===== config.mk =====
export PLATFORM = sky130hd
export DESIGN_NAME = line_ts_engine
export DESIGN_NICKNAME = d
export VERILOG_FILES = /design/src/rtl/lcts_pkg.sv /design/src/rtl/lcts_sync.sv /design/src/rtl/lcts_capture.sv /design/src/rtl/lcts_fifo.sv /design/src/rtl/line_ts_engine.sv
export SDC_FILE = /design/constraint.sdc
export NUM_CORES = 2
export LEC_CHECK = 0
export ABC_CLOCK_PERIOD_IN_PS = 14300
export BUFFER_PORTS_ARGS = -buffer_cell sky130_fd_sc_hd__buf_2
export CAP_MARGIN = 25
export CORE_MARGIN = 2
export CORE_UTILIZATION = 45
export CTS_CLUSTER_DIAMETER = 150
export DETAILED_ROUTE_END_ITERATION = 10
export PLACE_DENSITY = 0.71
export SLEW_MARGIN = 20
export SYNTH_ARGS = -nofsm -noshare
export SYNTH_HDL_FRONTEND = slang
export SYNTH_HIERARCHICAL = 1
export SYNTH_SLANG_ARGS = --single-unit

===== constraint.sdc =====
create_clock -name clk -period 14.3 [get_ports clk]
set_input_delay 0.715 -clock clk [delete_from_list [all_inputs] [get_ports clk]]
set_output_delay 0.715 -clock clk [all_outputs]
set_load 0.02 [all_outputs]

===== src/rtl/lcts_pkg.sv =====
package lcts_pkg;
  localparam int TS_W    = 64;
  localparam int ID_W    = 16;
  localparam int SLICE_W = 32;
  localparam int THR_MAX = 256;
  localparam int THR_W   = $clog2(THR_MAX + 1);

  typedef struct packed {
    logic [TS_W-1:0] ts;
    logic [ID_W-1:0] line;
    logic            level;
  } rec_t;

  localparam logic [7:0] A_STATUS  = 8'h00;
  localparam logic [7:0] A_THRESH  = 8'h01;
  localparam logic [7:0] A_TS_LO   = 8'h02;
  localparam logic [7:0] A_TS_HI   = 8'h03;
  localparam logic [7:0] A_INFO    = 8'h04;
  localparam logic [7:0] A_EN_BASE = 8'h20;
endpackage


===== src/rtl/lcts_sync.sv =====
module lcts_sync #(
  parameter int W = 96
) (
  input  logic         clk,
  input  logic         rst_n,
  input  logic [W-1:0] d,
  output logic [W-1:0] q
);
  logic [W-1:0] meta_q;

  always_ff @(posedge clk or negedge rst_n) begin
    if (!rst_n) begin
      meta_q <= '0;
      q      <= '0;
    end else begin
      meta_q <= d;
      q      <= meta_q;
    end
  end
endmodule


===== src/rtl/lcts_capture.sv =====
module lcts_capture
  import lcts_pkg::*;
#(
  parameter int NL = 96
) (
  input  logic            clk,
  input  logic            rst_n,
  input  logic [NL-1:0]   lvl,
  input  logic [NL-1:0]   en,
  input  logic [TS_W-1:0] ts_in,
  output logic            out_valid,
  input  logic            out_ready,
  output rec_t            out_rec,
  output logic            drop
);
  logic [NL-1:0]   rep_q;   // last reported level per line
  logic [NL-1:0]   batch_q; // lines of the current group still to write
  logic [NL-1:0]   blvl_q;  // levels captured with the group
  logic [TS_W-1:0] bts_q;   // timestamp of the group

  logic [NL-1:0] pend, take, grant;
  logic          load;
  logic [ID_W-1:0] gidx;

  assign pend  = en & (lvl ^ rep_q);
  assign load  = (batch_q == '0) && (pend != '0);
  assign take  = ~en | (load ? pend : '0);
  assign grant = batch_q & (-batch_q);

  always_comb begin
    gidx = '0;
    for (int i = 0; i < NL; i++) begin
      if (grant[i]) gidx = ID_W'(i);
    end
  end

  always_ff @(posedge clk or negedge rst_n) begin
    if (!rst_n) begin
      rep_q   <= '0;
      batch_q <= '0;
      blvl_q  <= '0;
      bts_q   <= '0;
    end else begin
      rep_q <= (rep_q & ~take) | (lvl & take);
      if (load) begin
        batch_q <= pend;
        blvl_q  <= lvl;
        bts_q   <= ts_in;
      end else begin
        batch_q <= batch_q & ~grant;
      end
    end
  end

  assign out_valid     = (batch_q != '0);
  assign drop          = out_valid && !out_ready;
  assign out_rec.ts    = bts_q;
  assign out_rec.line  = gidx;
  assign out_rec.level = |(blvl_q & grant);


  grant_onehot_chk: assert property (@(posedge clk) disable iff (!rst_n)
    $onehot0(grant));

  batch_no_grow_chk: assert property (@(posedge clk) disable iff (!rst_n)
    (batch_q != '0) |=> ((batch_q & ~$past(batch_q)) == '0));

  batch_drain_chk: assert property (@(posedge clk) disable iff (!rst_n)
    (batch_q != '0) |=> ($countones(batch_q) == $countones($past(batch_q)) - 1));
endmodule


===== src/rtl/lcts_fifo.sv =====
module lcts_fifo
  import lcts_pkg::*;
#(
  parameter int DEPTH = 16
) (
  input  logic                       clk,
  input  logic                       rst_n,
  input  logic                       in_valid,
  output logic                       in_ready,
  input  rec_t                       in_rec,
  output logic                       out_valid,
  input  logic                       pop,
  output rec_t                       out_rec,
  output logic [$clog2(DEPTH+1)-1:0] count
);
  localparam int AW = (DEPTH > 1) ? $clog2(DEPTH) : 1;
  localparam int CW = $clog2(DEPTH + 1);

  rec_t          mem [DEPTH];
  logic [AW-1:0] wr_ptr, rd_ptr;
  logic          wr_en, rd_en;

  assign in_ready  = (count != CW'(DEPTH));
  assign out_valid = (count != '0);
  assign wr_en     = in_valid && in_ready;
  assign rd_en     = pop && out_valid;
  assign out_rec   = mem[rd_ptr];

  always_ff @(posedge clk) begin
    if (wr_en) mem[wr_ptr] <= in_rec;
  end

  always_ff @(posedge clk or negedge rst_n) begin
    if (!rst_n) begin
      wr_ptr <= '0;
      rd_ptr <= '0;
      count  <= '0;
    end else begin
      if (wr_en) wr_ptr <= (wr_ptr == AW'(DEPTH-1)) ? '0 : wr_ptr + AW'(1);
      if (rd_en) rd_ptr <= (rd_ptr == AW'(DEPTH-1)) ? '0 : rd_ptr + AW'(1);
      case ({wr_en, rd_en})
        2'b10:   count <= count + CW'(1);
        2'b01:   count <= count - CW'(1);
        default: count <= count;
      endcase
    end
  end


  count_le_depth_chk: assert property (@(posedge clk) disable iff (!rst_n)
    count <= CW'(DEPTH));

  pop_empty_chk: assert property (@(posedge clk) disable iff (!rst_n)
    (pop && count == '0 && !in_valid) |=> (count == '0));
endmodule


===== src/rtl/line_ts_engine.sv =====
module line_ts_engine
  import lcts_pkg::*;
#(
  parameter int NUM_SLICES = 3,
  parameter int FIFO_DEPTH = 16
) (
  input  logic                          clk,
  input  logic                          rst_n,
  input  logic [NUM_SLICES*SLICE_W-1:0] lines_in,
  input  logic [TS_W-1:0]               sys_count,
  input  logic [7:0]                    reg_addr,
  input  logic                          reg_wr,
  input  logic [31:0]                   reg_wdata,
  input  logic                          reg_rd,
  output logic [31:0]                   reg_rdata,
  output logic                          irq
);
  localparam int NL = NUM_SLICES * SLICE_W;
  localparam int CW = $clog2(FIFO_DEPTH + 1);

  logic [NL-1:0]    lvl, en_q;
  logic [THR_W-1:0] thr_q;
  logic             ovf_q;
  logic             cap_valid, cap_ready, drop, head_valid, pop;
  rec_t             cap_rec, head_rec;
  logic [CW-1:0]    fifo_count;

  lcts_sync #(.W(NL)) u_sync (
    .clk(clk), .rst_n(rst_n), .d(lines_in), .q(lvl)
  );

  lcts_capture #(.NL(NL)) u_capture (
    .clk(clk), .rst_n(rst_n), .lvl(lvl), .en(en_q), .ts_in(sys_count),
    .out_valid(cap_valid), .out_ready(cap_ready), .out_rec(cap_rec), .drop(drop)
  );

  lcts_fifo #(.DEPTH(FIFO_DEPTH)) u_fifo (
    .clk(clk), .rst_n(rst_n), .in_valid(cap_valid), .in_ready(cap_ready),
    .in_rec(cap_rec), .out_valid(head_valid), .pop(pop), .out_rec(head_rec),
    .count(fifo_count)
  );

  assign pop = reg_rd && (reg_addr == A_INFO) && head_valid;
  assign irq = (32'(fifo_count) >= 32'(thr_q));

  // enable bitmap, one word per slice
  always_ff @(posedge clk or negedge rst_n) begin
    if (!rst_n) begin
      en_q <= '0;
    end else if (reg_wr) begin
      for (int s = 0; s < NUM_SLICES; s++) begin
        if (reg_addr == A_EN_BASE + 8'(s)) en_q[s*SLICE_W +: SLICE_W] <= reg_wdata;
      end
    end
  end

  // threshold with clamping to 1..THR_MAX
  always_ff @(posedge clk or negedge rst_n) begin
    if (!rst_n) begin
      thr_q <= THR_W'(1);
    end else if (reg_wr && reg_addr == A_THRESH) begin
      if (reg_wdata == 32'd0)                 thr_q <= THR_W'(1);
      else if (reg_wdata > 32'(THR_MAX))      thr_q <= THR_W'(THR_MAX);
      else                                    thr_q <= reg_wdata[THR_W-1:0];
    end
  end

  // sticky overflow, set wins over clear
  always_ff @(posedge clk or negedge rst_n) begin
    if (!rst_n)                                                 ovf_q <= 1'b0;
    else if (drop)                                              ovf_q <= 1'b1;
    else if (reg_wr && reg_addr == A_STATUS && reg_wdata[0])    ovf_q <= 1'b0;
  end

  always_comb begin
    reg_rdata = '0;
    case (reg_addr)
      A_STATUS: begin
        reg_rdata[0]     = ovf_q;
        reg_rdata[1]     = irq;
        reg_rdata[2]     = !head_valid;
        reg_rdata[31:16] = 16'(fifo_count);
      end
      A_THRESH: reg_rdata = 32'(thr_q);
      A_TS_LO:  reg_rdata = head_valid ? head_rec.ts[31:0]  : 32'd0;
      A_TS_HI:  reg_rdata = head_valid ? head_rec.ts[63:32] : 32'd0;
      A_INFO: begin
        if (head_valid) begin
          reg_rdata[31]   = 1'b1;
          reg_rdata[16]   = head_rec.level;
          reg_rdata[15:0] = head_rec.line;
        end
      end
      default: begin
        for (int s = 0; s < NUM_SLICES; s++) begin
          if (reg_addr == A_EN_BASE + 8'(s)) reg_rdata = en_q[s*SLICE_W +: SLICE_W];
        end
      end
    endcase
  end


  thresh_range_chk: assert property (@(posedge clk) disable iff (!rst_n)
    (thr_q >= THR_W'(1)) && (32'(thr_q) <= 32'(THR_MAX)));

  ovf_sticky_chk: assert property (@(posedge clk) disable iff (!rst_n)
    drop |=> ovf_q);

  irq_empty_chk: assert property (@(posedge clk) disable iff (!rst_n)
    (fifo_count == '0) |-> !irq);
endmodule


== Yosys cells after proc, flatten, opt, wreduce, memory -nomap -nowiden ==
Memories as Yosys holds them, arrays and structs flattened.
Index checks and enable logic that the tools add are counted.
Cells by class
  equality and inequality tests: 12
  bitwise gates (word level): 12
  add/subtract/negate cells: 5
  reductions and logical operators: 25
  $lt $le $gt $ge: 2
  multiplexer cells: 118
Operators with widths (count)
  16-bit two-way mux: 94
  96-bit AND: 6
  96-bit inverter: 3
  96-bit two-way mux: 2
  96-bit OR: 2
  96-bit nonzero test: 2
  32-bit two-way mux: 5
  96-bit zero test: 1
  96-bit negator: 1
  96-bit OR reduction: 1
  96-bit bitwise XOR: 1
  13-bit one-hot mux with 5 select lines: 1
  14-bit one-hot mux with 4 select lines: 1
  32-bit by 9-bit greater-than comparator with 1-bit output (second input constant): 1
  32-bit zero test: 1
  8-bit by 6-bit equality test with 1-bit output (second input constant): 3
  9-bit two-way mux: 2
  17-bit two-way mux: 1
  8-bit by 2-bit equality test with 1-bit output (second input constant): 2
  3-bit one-hot mux with 5 select lines: 1
  5-bit one-hot mux with 2 select lines: 1
  5-bit by 9-bit greater-or-equal comparator with 1-bit output: 1
  1-bit logical AND: 9
  4-bit by 1-bit adder with 4-bit output (second input constant): 2
  18 further kinds: 30
Storage, ports and cells
  output and inout port bits: 33
  memory bits (writable): 1296
  memories: 1
  register bits after elaboration: 663
  logic and storage cells: 189
Memory list
  u_fifo.mem: words 16, width 81, read ports 1, clocked after memory_dff 0, wr ports 1, line lcts_fifo.sv:19  | rec_t mem [DEPTH];

== Depth between registers and ports, before layout ==
  depth in word-level cells: 97
  mapped depth: 14
  mapped depth without buffers: 12

== Modules after synthesis ==
The synthesis kept the hierarchy.
By module, submodules not included
  lcts_fifo: cells each 2252, sequential area each 39242.6 µm², times used 1, area an instance 50405.8 µm²
  lcts_capture: cells each 1725, sequential area each 8808.4 µm², times used 1, area an instance 18790.5 µm²
  line_ts_engine: cells each 546, sequential area each 2653.8 µm², times used 1, area an instance 6279.8 µm²
  lcts_sync: cells each 192, sequential area each 4804.6 µm², times used 1, area an instance 4804.6 µm²

== Worst setup path before layout ==
No wires, ideal clock.
  path kind: flip-flop to flip-flop
  from: reg u_capture.batch_q[24]
  to: mem u_fifo/mem[0][0] in the netlist's numbering, enable pin
  arrival: 7.284 ns
  cell stages (with the launch flop): 10
  slack: 6.396 ns
  library setup time: 0.620 ns
  cell sequence: dfrtp_1 clkbuf_1 nor4_4 nand3_1 nor4_4 nand4_1 a21boi_0 clkbuf_1 nand2_1 nor3_1
Between the ends
  word-level cells in the longest chain between the ends: 4
Ends and longest elaborated chain
  from (decl): line lcts_capture.sv:17  | logic [NL-1:0] batch_q;
  from (signal assigned): line lcts_capture.sv:46  | batch_q <= pend;
  from (signal assigned): line lcts_capture.sv:50  | batch_q <= batch_q & ~grant;
  96-bit nonzero test: line lcts_capture.sv:55  | assign out_valid = (batch_q != '0);
  net cap_valid: line line_ts_engine.sv:24  | logic cap_valid, cap_ready, drop, head_valid, pop;
  1-bit logical AND: line lcts_fifo.sv:25  | assign wr_en = in_valid && in_ready;
  1-bit two-way mux: line lcts_fifo.sv:30  | if (wr_en) mem[wr_ptr] <= in_rec;
  1-bit two-way mux (implied by the code): line lcts_fifo.sv:30
  to (decl): line lcts_fifo.sv:19
The timed path passes the listed nets, and every way through them passes these cells.

==> summary.txt <==
Worst Hold Class: input port to flop
uppermost routed layer: met5
Num CTS Buffers: 186
Top Ports: 237
Sink Count: 1959
die area: 0.182 mm²
worst-path fanout max: 47
Max Slew Vio Count: 0
Reg clk slew, reported paths: 0.06 ns
crit path cell chain: buf_4, buf_4, mux4_2, a32oi_1, o21ai_1, mux2i_1, o22ai_1, buf_2
Post-synth EDFFs: 1296
met1 WL: 90000 µm
max_cap viols: 0
P&R area growth vs syn: 13.9%
top_reg_cell synth: edfxtp_1
drt first pass iters: 6
CTS tree: done
Max-slew headroom: 20.0%
Syn Inst Count: 4715
Initial Utilization: 45.1%
antenna viol nets, final: 0
Worst path most repeated cell: buf_4
first-pass GRT wire length: 335000 µm
Routed WL per cell: 31.3 µm
vias post-DR: 46800
skew final: 0.0797 ns
max incr delay on CP: 1.00 ns
outcome: completed
Synth area leader: edfxtp_1
Yosys top cell area share: 48.5%
CORE AREA: 0.178 mm²
commonest non-fill, non-tap cell in the layout: edfxtp_1
post-DP HPWL: 151000 µm
die span in x: 426 µm
Placer Congestion: 1.01
Port Buf Inserts: 236
min Tclk post-route: 6.49 ns
Bufs on Longest Clock Path: 3
sequential fraction of the synthesis area: 69.1%
die height: 426 µm
Routed WL: 238000 µm
Vias/cell: 6.15
clk_lat worst skew: 0.85 ns
top cells by area, synth: edfxtp_1 48%, dfrtp_1 21%, mux4_2 5.5%
Post-Synthesis Cell Area: 0.0803 mm²
Rows: 155
slowest CP cell: dfrtp_4
data arrival time of the worst path: 5.78 ns
WL met3: 18400 µm
Syn Area/Cell: 17.0 µm²
Post-CTS Setup Inserts: 0
initial antenna violation count: 37
worst slack at placement: 8.63 ns
Final period util: 45.4%
1st-iter DRT viols: 5926
total global routing overflow: 0
RSZ-0062 raised after global routing: no
TNS Setup: 0 ns
most frequent cells in the layout: 1296 x edfxtp_1, 659 x dfrtp_1, 325 x nand2_1
asr flop ratio synth: 33.8%
Req. time, crit path: 13.59 ns
Met2 Routed Length: 115000 µm
Yosys reg bits: 1959
largest net degree at the start of global routing: 153
drt drc: 0
library cells used by synthesis: 94
hold_buf cts: 82
crit end category: output port
final hold violation count: 0
vias in the first global route: 45400
GRT Total Usage: 25.8%
Worst setup SP type: flop
Synth warnings: 6
maximum clock frequency: 0.154 GHz
post_cts resized: 0
Nets: 5308
layout cells sized above 1: 23.8%
worst slew pin tran: 1.19 ns
htree depth: 4
number of fill cells in the layout: 14100
root buf cell: clkbuf_16
final setup fails: 0
worst setup path class: flop to output port
final worst setup slack: 7.81 ns
==> cells in the mapped netlist (all sizes together), types with 6 or more instances <==
library cell / number
nor2b: 15
nand4: 41
nor3b: 6
inv: 45
edfxtp: 1296
o2bb2ai: 16
and2: 8
nand2: 326
a32oi: 90
a22oi: 148
a211oi: 8
ha: 14
clkbuf: 83
nor3: 69
nand3b: 8
dfrtp: 662
buf: 166
nand2b: 8
o221ai: 15
o2111ai: 9
mux2i: 269
nor2: 89
nand3: 53
and3: 8
a31o: 6
xor2: 97
or3: 9
nor4: 64
o211ai: 17
o32ai: 6
mux2: 378
o31ai: 14
a2bb2oi: 6
mux4: 243
o22ai: 34
o21ai: 253
a21oi: 44
a21o: 6
==> final timing paths <==
check	endpoint	cells past startpoint	startpoint	slack, ns
setup reg to reg	flop	10	u_capture/batch_q[56]$_DFF_PN0_	9.03
min in group asynchronous	u_capture/bts_q[52]$_DFFE_PN0P_	2	rst_n	0.47
max in group asynchronous	u_capture/blvl_q[66]$_DFFE_PN0P_	4	rst_n	11.57
setup / recovery	reg_rdata[29]	8	u_fifo/rd_ptr[0]$_DFFE_PN0P_	7.81
hold reg to reg	u_sync/q[27]$_DFF_PN0_	0	u_sync/meta_q[27]$_DFF_PN0_	0.35
hold / removal	u_sync/meta_q[79]$_DFF_PN0_	1	lines_in[79]	0.03
==> state kept, by name, summed over array words and instances, names as in the netlist, named ones only <==
signal / cells
u_sync/meta_q: 96
u_fifo/mem: 1296
thr_q: 9
ovf_q: 1
u_fifo/count: 5
u_fifo/wr_ptr: 4
u_capture/blvl_q: 96
en_q: 96
u_capture/bts_q: 64
u_capture/batch_q: 96
u_sync/q: 96
u_fifo/rd_ptr: 4
==> through the flow <==
step	util (%)	cells	cell area [µm²]	hold slack (ns)
after floorplan	-	4723	80300	0.331
after global placement	47.1	7163	83800	0.334
after detailed placement	47.2	7168	83900	0.335
after CTS	51.3	7597	91300	0.00289
after global routing	51.4	7609	91400	0.000500
final	51.4	7611	91400	0.0275
==> critical path: cells and delay by family, from the launching register on <==
kind            cells  cell delay, ns
flops               1            1.00
buf+inv             3            1.96
mux                 2            1.14
compound gates      3            0.75
==> logic make-up after synthesis <==
family / after synthesis / share of synthesized area, %
AO/OA/AOI/OAI: 720 / 6.06
XOR/XNOR: 102 / 1.11
buffers and inverters: 296 / 2.19
other: 1 / 0.00467
flip-flops: 1959 / 69.1
AND/OR/NAND/NOR: 732 / 4.66
multiplexers: 890 / 16.6
adder cells (fa/ha/maj): 15 / 0.243
==> layout make-up <==
cell class / count / area [µm²] / share of cell area (%)
inverter: 45 / 170 / 0.186
antenna: 8 / 20.0 / 0.0219
clock inverter: 102 / 1440 / 1.57
multi-input combinational: 2468 / 23200 / 25.4
clock buffer: 245 / 5130 / 5.61
timing repair buffer: 429 / 3020 / 3.30
tap: 2355 / 2950 / 3.22
sequential: 1959 / 55500 / 60.7
==> layer usage <==
layer | global-route usage (%) | vias to the layer above
met2 | 41.7 | 2533
met4 | 13.9 | 8
met5 | 0 | -
met3 | 4.22 | 580
met1 | 33.7 | 24300
li1 | - | 19400
Power is not shown: default switching activity piles up to over one toggle a cycle in this logic, so the estimate is an artifact.
